<file path="config.mk">
export PLATFORM = sky130hd
export DESIGN_NAME = next_addr_unit
export DESIGN_NICKNAME = d
export VERILOG_FILES = /design/src/rtl/na_pkg.sv /design/src/rtl/na_decode.sv /design/src/rtl/na_offset.sv /design/src/rtl/na_ptr_bank.sv /design/src/rtl/next_addr_unit.sv
export SDC_FILE = /design/constraint.sdc
export NUM_CORES = 1
export LEC_CHECK = 0
export ABC_AREA = 1
export BUFFER_PORTS_ARGS = -buffer_cell sky130_fd_sc_hd__buf_2
export CAP_MARGIN = 20
export CORE_ASPECT_RATIO = 1.5
export CORE_MARGIN = 2
export CORE_UTILIZATION = 50
export DETAILED_ROUTE_END_ITERATION = 6
export PLACE_DENSITY_LB_ADDON = 0.1
export SLEW_MARGIN = 10
export SYNTH_ARGS = -nofsm -noshare
export SYNTH_HDL_FRONTEND = slang
export SYNTH_SLANG_ARGS = --single-unit
</file>
<file path="constraint.sdc">
create_clock -name clk -period 2.8 [get_ports clk]
set_input_delay 0.28 -clock clk [delete_from_list [all_inputs] [get_ports clk]]
set_output_delay 0.28 -clock clk [all_outputs]
set_load 0.01 [all_outputs]
</file>
<file path="src/rtl/na_pkg.sv">
package na_pkg;
  typedef enum logic [2:0] {
    K_FETCH  = 3'd0,
    K_BRANCH = 3'd1,
    K_JUMP   = 3'd2,
    K_RESET  = 3'd3,
    K_LDST   = 3'd4,
    K_DMA    = 3'd5,
    K_DMARST = 3'd6,
    K_IDLE   = 3'd7
  } cyc_kind_e;

  typedef struct packed {
    logic branch;
    logic sel;
    logic zero;
    logic en;
    logic dma;
  } na_ctl_t;

  localparam int NUM_PTR = 2;
  localparam int PTR_PC  = 0;
  localparam int PTR_DMA = 1;
endpackage

</file>
<file path="src/rtl/na_decode.sv">
module na_decode
  import na_pkg::*;
(
  input  cyc_kind_e kind_i,
  output na_ctl_t   ctl_o
);
  always_comb begin
    ctl_o = '0;
    unique case (kind_i)
      K_FETCH:  begin ctl_o.sel = 1'b1; ctl_o.en = 1'b1; end
      K_BRANCH: begin ctl_o.branch = 1'b1; ctl_o.sel = 1'b1; ctl_o.en = 1'b1; end
      K_JUMP:   begin ctl_o.en = 1'b1; end
      K_RESET:  begin ctl_o.sel = 1'b1; ctl_o.zero = 1'b1; ctl_o.en = 1'b1; end
      K_DMA:    begin ctl_o.sel = 1'b1; ctl_o.dma = 1'b1; ctl_o.en = 1'b1; end
      K_DMARST: begin
        ctl_o.sel  = 1'b1;
        ctl_o.zero = 1'b1;
        ctl_o.dma  = 1'b1;
        ctl_o.en   = 1'b1;
      end
      default:  ctl_o = '0;
    endcase
  end

  always_comb begin
    if (ctl_o.zero) assert_zero_implies_sel_R1: assert (ctl_o.sel && ctl_o.en);
    if (ctl_o.branch) assert_branch_not_dma_R1: assert (!ctl_o.dma && !ctl_o.zero);
  end
endmodule

</file>
<file path="src/rtl/na_offset.sv">
module na_offset #(
  parameter int ADDR_W = 16,
  parameter int DISP_W = 8,
  parameter int SHIFT  = 1,
  parameter int STEP   = 2
) (
  input  logic              branch_i,
  input  logic [DISP_W-1:0] disp_i,
  input  logic [ADDR_W-1:0] base_i,
  output logic [ADDR_W-1:0] incr_o
);
  localparam int EXT_W = ADDR_W - DISP_W;

  logic [ADDR_W-1:0] disp_ext;
  logic [ADDR_W-1:0] off;

  generate
    if (EXT_W > 0) begin : g_ext
      assign disp_ext = {{EXT_W{disp_i[DISP_W-1]}}, disp_i};
    end else begin : g_trunc
      assign disp_ext = disp_i[ADDR_W-1:0];
    end
  endgenerate

  always_comb begin
    off    = branch_i ? (disp_ext << SHIFT) : ADDR_W'(STEP);
    incr_o = base_i + off;
  end
endmodule

</file>
<file path="src/rtl/na_ptr_bank.sv">
module na_ptr_bank
  import na_pkg::*;
#(
  parameter int ADDR_W = 16
) (
  input  logic                            clk,
  input  logic                            rst,
  input  logic                            en_i,
  input  logic                            dma_i,
  input  logic [ADDR_W-1:0]               load_i,
  output logic [ADDR_W-1:0]               cur_o,
  output logic [NUM_PTR-1:0][ADDR_W-1:0]  ptr_o
);
  logic [NUM_PTR-1:0] wr;

  generate
    for (genvar i = 0; i < NUM_PTR; i++) begin : g_ptr
      assign wr[i] = en_i && ((i == PTR_DMA) ? dma_i : !dma_i);
      always_ff @(posedge clk) begin
        if (rst)        ptr_o[i] <= '0;
        else if (wr[i]) ptr_o[i] <= load_i;
      end
    end
  endgenerate

  assign cur_o = dma_i ? ptr_o[PTR_DMA] : ptr_o[PTR_PC];

  assert_reset_R10: assert property (@(posedge clk)
    rst |=> (ptr_o[PTR_PC] == '0 && ptr_o[PTR_DMA] == '0));
  assert_pc_load_R6: assert property (@(posedge clk) disable iff (rst)
    (en_i && !dma_i) |=> ptr_o[PTR_PC] == $past(load_i));
  assert_dma_load_R7: assert property (@(posedge clk) disable iff (rst)
    (en_i && dma_i) |=> ptr_o[PTR_DMA] == $past(load_i));
  assert_hold_R6: assert property (@(posedge clk) disable iff (rst)
    !en_i |=> ($stable(ptr_o[PTR_PC]) && $stable(ptr_o[PTR_DMA])));
endmodule

</file>
<file path="src/rtl/next_addr_unit.sv">
module next_addr_unit
  import na_pkg::*;
#(
  parameter int ADDR_W = 16,
  parameter int DISP_W = 8
) (
  input  logic              clk,
  input  logic              rst,
  input  logic [2:0]        kind_i,
  input  logic [DISP_W-1:0] disp_i,
  input  logic [ADDR_W-1:0] sum_i,
  output logic [ADDR_W-1:0] addr_o,
  output logic [ADDR_W-1:0] pc_o,
  output logic [ADDR_W-1:0] dma_o,
  output logic              ctl_branch_o,
  output logic              ctl_sel_o,
  output logic              ctl_zero_o,
  output logic              ctl_en_o,
  output logic              ctl_dma_o
);
  na_ctl_t                          ctl;
  logic [ADDR_W-1:0]                cur;
  logic [ADDR_W-1:0]                incr;
  logic [NUM_PTR-1:0][ADDR_W-1:0]   ptrs;

  na_decode u_dec (
    .kind_i (cyc_kind_e'(kind_i)),
    .ctl_o  (ctl)
  );

  na_offset #(.ADDR_W(ADDR_W), .DISP_W(DISP_W), .SHIFT(1), .STEP(2)) u_off (
    .branch_i (ctl.branch),
    .disp_i   (disp_i),
    .base_i   (cur),
    .incr_o   (incr)
  );

  always_comb begin
    if (ctl.zero)     addr_o = '0;
    else if (ctl.sel) addr_o = incr;
    else              addr_o = sum_i;
  end

  na_ptr_bank #(.ADDR_W(ADDR_W)) u_bank (
    .clk    (clk),
    .rst    (rst),
    .en_i   (ctl.en),
    .dma_i  (ctl.dma),
    .load_i (addr_o),
    .cur_o  (cur),
    .ptr_o  (ptrs)
  );

  assign pc_o         = ptrs[PTR_PC];
  assign dma_o        = ptrs[PTR_DMA];
  assign ctl_branch_o = ctl.branch;
  assign ctl_sel_o    = ctl.sel;
  assign ctl_zero_o   = ctl.zero;
  assign ctl_en_o     = ctl.en;
  assign ctl_dma_o    = ctl.dma;

  assert_ldst_hold_R8: assert property (@(posedge clk) disable iff (rst)
    (kind_i == 3'd4) |=> ($stable(pc_o) && $stable(dma_o)));
  assert_zero_ptr_R5: assert property (@(posedge clk) disable iff (rst)
    (kind_i == 3'd3) |=> (pc_o == '0 && $stable(dma_o)));
  assert_jump_pc_R4: assert property (@(posedge clk) disable iff (rst)
    (kind_i == 3'd2) |=> (pc_o == $past(sum_i) && $stable(dma_o)));
  assert_dma_only_R7: assert property (@(posedge clk) disable iff (rst)
    (kind_i == 3'd5) |=> $stable(pc_o));
endmodule

</file>
Word level (Yosys, flattened, before mapping)
Cells that the tools add are included.
W data, S select, Z words.
Storage, ports and cells
  register bits: 32
  input port bits: 29
  output and inout port bits: 53
  word-level logic and storage cells: 25
Operators by class
  $add $sub $neg: 1
  equal/unequal tests: 5
  multiplexer cells: 9
  reductions and logical operators: 8
Operators by type and width (count)
  $mux W16: 4
  $add A16 B16 Y16: 1
  $eq A3 B2 Y1 const B: 2
  $eq A3 B3 Y1 const B: 2
  $reduce_or A6 Y1: 1
  $mux W1: 5
  $reduce_or A5 Y1: 1
  $reduce_or A2 Y1: 2
  $eq A3 B1 Y1 const B: 1
  $logic_not A3 Y1: 1
  $logic_and A1 B1 Y1: 2
  $logic_not A1 Y1: 1

Logic depth before layout (Yosys ltp)
Gate-level depths: netlist of run 1.
  depth after elaboration: 7
  gate-level depth with buffers: 19
  mapped depth without buffers: 18

Modules after synthesis
From an unflattened synthesis of run 1, not the netlist that was laid out.
Second synthesis, totals
  cells, all modules: 507
  area total of the unflattened synthesis: 2880.3 µm²
By module, submodules not included
  na_ptr_bank: times used 1, cells each 229, area each 1517.7 µm², sequential area each 640.6 µm²
  na_offset: times used 1, cells each 179, area each 948.4 µm², sequential area each 0.0 µm²
  next_addr_unit: times used 1, cells each 85, area each 350.3 µm², sequential area each 0.0 µm²
  na_decode: times used 1, cells each 14, area each 63.8 µm², sequential area each 0.0 µm²

Worst setup path after synthesis of run 1
Ideal clock, no wire load.
  path kind: input to output
  start point: input port kind_i[1]
  end point: output port addr_o[9]
  arrival time: 2471 ps
  required time: 2520 ps
  slack: 49 ps
  stages on the path: 18
  buffers on the path: 2
  path through: inv_1 nand3_2 nand2_2 buf_2 buf_2 nand2_1 nand2_1 ha_1 inv_1 fa_1 inv_1 nand3_1 nand3_1 a21oi_1 or2_2 nand3_1 nand2_1 inv_1
On the way
  cells in the longest elaborated chain, start to end: 7
  elaborated cells on any way between the ends: 17
  classes of those cells: 1 x add/sub; 4 x eq/ne; 8 x mux; 4 x reduce/logical
RTL lines
  start: declaration: RTL line next_addr_unit.sv:9  | input logic [2:0] kind_i,
  $eq A3 B3 Y1: RTL line na_decode.sv:9  | unique case (kind_i)
  $reduce_or A2 Y1 (no source line) (*)
  $mux W1 (*): RTL line na_decode.sv:9
  net ctl_dma_o: RTL line next_addr_unit.sv:19  | output logic ctl_dma_o
  $mux W16 (*): RTL line na_ptr_bank.sv:26  | assign cur_o = dma_i ? ptr_o[PTR_DMA] : ptr_o[PTR_PC];
  $add A16 B16 Y16 (*): RTL line na_offset.sv:27  | incr_o = base_i + off;
  $mux W16 (*): RTL line next_addr_unit.sv:40  | else if (ctl.sel) addr_o = incr;
  $mux W16 (*): RTL line next_addr_unit.sv:39  | if (ctl.zero) addr_o = '0;
  end: declaration: RTL line next_addr_unit.sv:12  | output logic [ADDR_W-1:0] addr_o,
The timed path passes the listed nets; every way through them passes the cells marked *.

Worst setup path after layout of run 1
  start point: input port kind_i[0]
  end point: output port addr_o[9]
On the way
  cells in the longest elaborated chain, start to end: 7
  elaborated cells on any way between the ends: 17
  classes of those cells: 1 x add/sub; 4 x eq/ne; 8 x mux; 4 x reduce/logical
RTL lines (RTL line)
  $eq A3 B3 Y1: na_decode.sv:9
  $reduce_or A2 Y1 (no source line)
  $mux W1: na_decode.sv:9
  $mux W16: na_ptr_bank.sv:26
  $add A16 B16 Y16: na_offset.sv:27
  $mux W16: next_addr_unit.sv:40
  $mux W16 (*): next_addr_unit.sv:39
Every way passes the cells marked *; elsewhere a longest branch is shown, timed or not.

==> results.ini, run 1 <==
[synthesis]
synthesis.instances=432
ys_async_sr_fraction_pct=0
synth_ff_type=sky130_fd_sc_hd__dfxtp_1
synth.avg_cell_area_sq_um=5.82
synth_sequential_area_ratio_pct=25.5
yosys.area.top_type=sky130_fd_sc_hd__dfxtp_1
ys_seq_elements=32
ys_types=29
yosys-top-cells-area=sky130_fd_sc_hd__dfxtp_1, sky130_fd_sc_hd__nand2_1, sky130_fd_sc_hd__inv_1, sky130_fd_sc_hd__a21oi_1, sky130_fd_sc_hd__o21ai_0
synth_enable_flop_cells=0
synth.net_count=476
yosys_warnings=0
synthDominantCellAreaShare_pct=25.5
syn-cell-area_sq_um=2510

[worst_setup_path]
crit_family=simple AND/OR/NAND/NOR gates
worst_setup_path_endpoint=addr_o[9]
critical_path.reg2reg.endpoint=u_bank.ptr_o[25]
startpoint_type=primary input
regToRegSetupSlack_ns=0.77
crit_path_max_incr_delay_ns=0.31
worst-path-stages=20
arrival_ns=2.42
startpoint=kind_i[0]
path_class=primary input to output port
cp-end-kind=output port
worstPathMaxFanout=14
crit_path_cell_trace=buf_2 -> inv_2 -> nand3_2 -> nand2_4 -> inv_4 -> buf_12 -> nand2_1 -> nand2_1 -> ha_4 -> nand2_1 -> nand2_1 -> buf_4 -> inv_1 -> nand2_1 -> a21oi_2 -> or2_2 -> nand3_1 -> nand2_2 -> inv_1 -> buf_2
cpMostUsedCell=sky130_fd_sc_hd__nand2_1
worst-path-buf-inv=8
critical_path.slowest_cell=sky130_fd_sc_hd__ha_4
rr_startpoint=u_bank.ptr_o[17]
timing.reg2reg.worst_path_depth=13
cp.required_ns=2.52

[final_layout]
syn2layout_area_growth_pct=39.8
largest_register_ffs=32
biggestRegsByFlops=u_bank.ptr_o: 32 flops
post_route_cells_drive_above_1_share_pct=31.0
largest-register=u_bank.ptr_o
fin_nets=580
antenna_cells_inserted=0

[outcome]
outcome=completed

[timing]
slew-limit-headroom_pct=48.5
final-setup-viol-count=0
setup_total_negative_slack_ns=0
min_period_ns=2.70
final_max_slew_viol_count=0
grt_setup_unrepaired=yes
tightestPinTransition_ns=0.771
final.period_utilization_pct=96.4
skew_ns=0.00707
max_clock_freq_mhz=370
hold_viol=0

[floorplan]
initial_core_util_pct=51.8
fp-row-count=31
core_sq_um=4850
top_level_pins=82
die-area_sq_um=5620
die_y_um=90.8
die_width_um=61.9

[detailed_routing]
wl_per_cell_um=13.0
vias=3063
drt-pass1-iter-count=4
vias_per_cell=5.09
drtAntennaViolNets=0
total_wirelength_of_the_detailed_routed_design_mm=7.82
first_drt_iteration_drcs=196
drt_drc_violations_left=0

[cts]
clk_pin_slew_worst_paths_ns=0.06
cts_buffers=5
cts_root_buf=sky130_fd_sc_hd__clkbuf_8
cts.path.max_buffers=2
cts_htree_levels=2
cts_tree=built
worst_skew_pair.late_latency_ns=0.28
tritoncts_num_sinks=32

[worst_hold_path]
hold_start=sum_i[3]
min-delay-path-class=primary input to flip-flop

[power_and_ir_drop]
irDropWorstVdd_mv=0.512
total_leakage_power_nw=1.97
total_power_mw=1.45
power-per-cell-area_nw_per_um2=413

[global_route]
track_usage_pct=27.1
largest_net_degree_at_the_start_of_global_routing=46
globalRouteOverflowTotal=0
grt_pass1_wl_mm=11.7
antenna_found_initial=0
grt_pass1_vias=2651

[placed_design]
portBuffers=81
routabilityCongestion=0.983
detailedPlacementHpwl_mm=5.72

[run]
timing.max_cap.violations=0

## cell families after synthesis
group	Yosys count	share of synthesized area, %
simple gates	219	36.4
buf+inv	83	13.0
compound gates	78	15.5
xor+xnor	5	1.74
flops	32	25.5
fa+ha+maj	15	7.77
## synthesized netlist by cell type, types with 2 or more instances
library cell / number
sky130_fd_sc_hd__nor2_2: 2
sky130_fd_sc_hd__clkbuf_1: 10
sky130_fd_sc_hd__nand2_1: 125
sky130_fd_sc_hd__nor2_1: 46
sky130_fd_sc_hd__ha_1: 14
sky130_fd_sc_hd__xor2_1: 4
sky130_fd_sc_hd__a21oi_1: 40
sky130_fd_sc_hd__o21ai_0: 36
sky130_fd_sc_hd__nand3_2: 2
sky130_fd_sc_hd__inv_2: 4
sky130_fd_sc_hd__nand3_1: 31
sky130_fd_sc_hd__nor3_1: 2
sky130_fd_sc_hd__o21ai_1: 2
sky130_fd_sc_hd__nand4_1: 2
sky130_fd_sc_hd__or2_2: 3
sky130_fd_sc_hd__buf_2: 3
sky130_fd_sc_hd__dfxtp_1: 32
sky130_fd_sc_hd__inv_1: 63
## cells in the final DEF, fill, tap and decap left out
cell                          n
sky130_fd_sc_hd__nand2_1    115
sky130_fd_sc_hd__buf_2       81
sky130_fd_sc_hd__inv_1       61
sky130_fd_sc_hd__nor2_1      44
sky130_fd_sc_hd__a21oi_1     37
sky130_fd_sc_hd__o21ai_0     35
sky130_fd_sc_hd__dfxtp_1     32
sky130_fd_sc_hd__nand3_1     29
sky130_fd_sc_hd__buf_4       28
sky130_fd_sc_hd__ha_4        11
sky130_fd_sc_hd__nand2_2     10
sky130_fd_sc_hd__clkbuf_8     7
sky130_fd_sc_hd__inv_2        5
sky130_fd_sc_hd__nand3_2      4
sky130_fd_sc_hd__xor2_1       4
sky130_fd_sc_hd__nor2_2       4
sky130_fd_sc_hd__a21oi_2      3
sky130_fd_sc_hd__or2_2        3
sky130_fd_sc_hd__o21ai_1      3
sky130_fd_sc_hd__nand2_4      2
sky130_fd_sc_hd__nand4_1      2
sky130_fd_sc_hd__ha_1         2
sky130_fd_sc_hd__buf_12       2
sky130_fd_sc_hd__inv_4        1
sky130_fd_sc_hd__nor3_1       1
sky130_fd_sc_hd__or2_1        1
sky130_fd_sc_hd__and2_1       1
sky130_fd_sc_hd__xnor2_1      1
sky130_fd_sc_hd__nand3b_1     1
sky130_fd_sc_hd__nor3_2       1
sky130_fd_sc_hd__and3_1       1
sky130_fd_sc_hd__fa_2         1
sky130_fd_sc_hd__ha_2         1
sky130_fd_sc_hd__clkbuf_16    1
sky130_fd_sc_hd__buf_6        1
## how the worst min path moves through the flow
stage | slack, ns | cells past startpoint | end
floorplan | 0.48 | 3 | u_bank.ptr_o[6]
global placement | 0.54 | 2 | u_bank.ptr_o[19]
detailed placement | 0.55 | 2 | u_bank.ptr_o[30]
CTS | 0.34 | 3 | u_bank.ptr_o[3]
global route | 0.37 | 3 | u_bank.ptr_o[3]
finish | 0.34 | 3 | u_bank.ptr_o[3]
## worst register-to-register path, delay by kind of cell (launching register included)
family	cells	cell delay, ns
buffers and inverters	2	0.12
AO/OA/AOI/OAI	2	0.18
adder cells (fa/ha/maj)	2	0.52
flip-flops	1	0.37
AND/OR/NAND/NOR	7	0.79
## through the flow
stage / area (sq um) / util [%] / cells / setup WS [ns] / hold slack [ns]
floorplan: 2510 / - / 432 / 0.0486 / 0.479
global placement: 3150 / 65.0 / 590 / 0.0782 / 0.540
detailed placement: 3150 / 65.0 / 590 / 0.00387 / 0.550
CTS: 3250 / 67.0 / 597 / 0.00684 / 0.337
global route: 3510 / 72.5 / 602 / -0.0524 / 0.373
finish: 3510 / 72.5 / 602 / 0.100 / 0.340
## power breakdown
part / leakage, nW / switching, mW / total [mW] / internal, mW
registers: 0.265 / 0.0305 / 0.525 / 0.494
logic: 1.65 / 0.316 / 0.554 / 0.238
clock network: 0.0503 / 0.153 / 0.372 / 0.218
## per-layer routing
layer	vias to the layer above	track usage, %	wire [um]
li1	1561	-	-
met1	1377	36.1	3310
met2	115	44.2	3890
met3	10	3.01	492
met4	0	8.51	115
met5	-	0	0
## final cells by class
cell class | instances | area, sq um
Clock buffer | 7 | 96.3
Tap cell | 66 | 82.6
Fill cell | 432 | 1340
Sequential cell | 32 | 641
Inverter | 67 | 254
Multi-Input combinational cell | 317 | 1750
Timing Repair Buffer | 113 | 692
## repair_timing
item / in CTS / in global routing
endpoints found under the setup margin: 0 / 12
gates resized for setup: 0 / 38
buffers inserted: 0 / 4
hold buffers: 0 / 0
Note: power is estimated with default switching activity, not from simulation.
==> inputs of run 2 (changes only) <==
Settings changed: CORE_ASPECT_RATIO 1.5 to 0.7.
==> run 2 against run 1 <==
Maximum frequency up 1.6%. Hold slack worse by 0.035 ns. Register-to-register slack worse by 0.11 ns. Cell count down 2.3%. Critical path type unchanged. Sequential power about the same. Global-route usage down 1.4 points. Routed wire length down 6.3%. Via count down 3.4%. Clock skew down 0.0033 ns. Setup slack better by 0.043 ns. Clock-buffer cell count down 1.
==> results.ini, run 2 (synthesis gave the netlist of run 1 again) <==
[cts]
cts_tree=built
cts_root_buf=sky130_fd_sc_hd__clkbuf_8
cts.path.max_buffers=2
hold_buffers=0
clk_pin_slew_worst_paths_ns=0.07
worst_skew_pair.late_latency_ns=0.29
cts_buffers=5
tritoncts_num_sinks=32
cts_htree_levels=2

[final_layout]
final_core_util_pct=69.4
final_cells=588
fin_area_sq_um=3340
final.fill_count=455
post_route_cells_drive_above_1_share_pct=27.0
largest_register_ffs=32
multi_input_area_sq_um=1740
syn2layout_area_growth_pct=32.9
final_common_cell=sky130_fd_sc_hd__nand2_1
mostFrequentLayoutCells=sky130_fd_sc_hd__nand2_1, sky130_fd_sc_hd__buf_2, sky130_fd_sc_hd__inv_1
biggestRegsByFlops=u_bank.ptr_o: 32 flops
regArea_sq_um=641
fin_nets=562
largest-register=u_bank.ptr_o
antenna_cells_inserted=0

[detailed_routing]
drtAntennaViolNets=0
wl_per_cell_um=12.4
vias=2960
vias_per_cell=5.03
total_wirelength_of_the_detailed_routed_design_mm=7.32
drt_drc_violations_left=0
drt-pass1-iter-count=5
first_drt_iteration_drcs=188

[power_and_ir_drop]
total_leakage_power_nw=1.88
power-per-cell-area_nw_per_um2=420
total_power_mw=1.40
irDropWorstVdd_mv=0.228

[worst_setup_path]
startpoint_type=primary input
cpMostUsedCell=sky130_fd_sc_hd__nand3_1
path_class=primary input to output port
worstPathMaxFanout=6
startpoint=kind_i[0]
crit_path_cell_trace=clkbuf_4 -> inv_4 -> nand3_4 -> nand2_4 -> inv_4 -> buf_4 -> nand2_1 -> nand2_1 -> ha_1 -> inv_1 -> nand2_1 -> nand3_1 -> nand2_2 -> nand3_1 -> nand3_1 -> nand3_1 -> nand2_2 -> inv_1 -> buf_2
cp.required_ns=2.52
cp-end-kind=output port
critical_path.slowest_cell=sky130_fd_sc_hd__ha_1
crit_path_max_incr_delay_ns=0.34
rr_startpoint=u_bank.ptr_o[2]
arrival_ns=2.38

[timing]
hold_viol=0
final_max_slew_viol_count=0
max_clock_freq_mhz=376
skew_ns=0.00373
hold_ws_ns=0.305
final.period_utilization_pct=94.9
final-setup-viol-count=0
min_period_ns=2.66
tightestPinTransition_ns=0.826
setup_total_negative_slack_ns=0
fin_ws_ns=0.143
slew-limit-headroom_pct=44.9

[worst_hold_path]
min-delay-path-class=primary input to flip-flop
hold_start=sum_i[3]

[placed_design]
portBuffers=81
routabilityCongestion=0.904
post-place-cells=576
detailedPlacementHpwl_mm=5.28
cell_area_placed_sq_um=3020
pre_cts_ws_ns=-0.0520

[run]
timing.max_cap.violations=0

[floorplan]
die-area_sq_um=5620
fp-row-count=21
initial_core_util_pct=52.3
top_level_pins=82
die_y_um=63.3
die_width_um=88.7
core_sq_um=4810

[outcome]
outcome=completed

[global_route]
grt_pass1_wl_mm=11.4
grt_pass1_vias=2460
antenna_found_initial=0
largest_net_degree_at_the_start_of_global_routing=35
globalRouteOverflowTotal=0
track_usage_pct=25.7

[run 2: changes by cell type in the layout (fill, tap and decap cells not counted), sizes merged]
cell / delta
buf: -19
clkbuf: -1
clkinv: +2
nand2: +1
[run 2: final timing paths]
| path | endpoint | slack [ns] | cells past startpoint |
|---|---|---|---|
| worst max-delay path | addr_o[10] | 0.14 | 19 |
| worst min-delay path | u_bank.ptr_o[3] | 0.30 | 3 |
| worst min register to register | u_bank.ptr_o[29] | 0.57 | 2 |
| worst max register to register | u_bank.ptr_o[25] | 0.66 | 13 |
[run 2: metal layers]
layer  GRT usage, %  routed length [um]  up-vias
li1               -                   -     1536
met1           36.3                3420     1293
met2           39.5                3220      122
met3           5.50                 600        9
met4           6.44                  78        0
met5              0                   0        -
[run 2: where the power goes]
part | total, mW | leakage [nW] | internal, mW | switching, mW
clock | 0.374 | 0.0510 | 0.196 | 0.178
combinational | 0.504 | 1.57 | 0.204 | 0.300
sequential | 0.522 | 0.265 | 0.494 | 0.0285
total | 1.40 | 1.88 | 0.894 | 0.506
[run 2: timing repair]
action | 4_1_cts | 5_1_grt
pin swaps | 0 | 1
endpoints found under the setup margin | 5 | 11
buffers inserted | 0 | 3
gates resized for setup | 3 | 34
cloned | 0 | 1
[run 2: critical path, delay by kind of cell]
kind | cells | cell delay (ns)
buffers and inverters | 7 | 0.64
AND/OR/NAND/NOR | 11 | 1.08
adder cells (fa/ha/maj) | 1 | 0.34
[run 2: layout make-up]
cell class / count / area share, %
clock buffers: 6 / 2.47
clock inverters: 2 / 0.300
inverters: 67 / 7.68
multi-input cells: 318 / 52.0
flip-flops and latches: 32 / 19.2
well taps: 69 / 2.59
repair buffers: 94 / 15.7
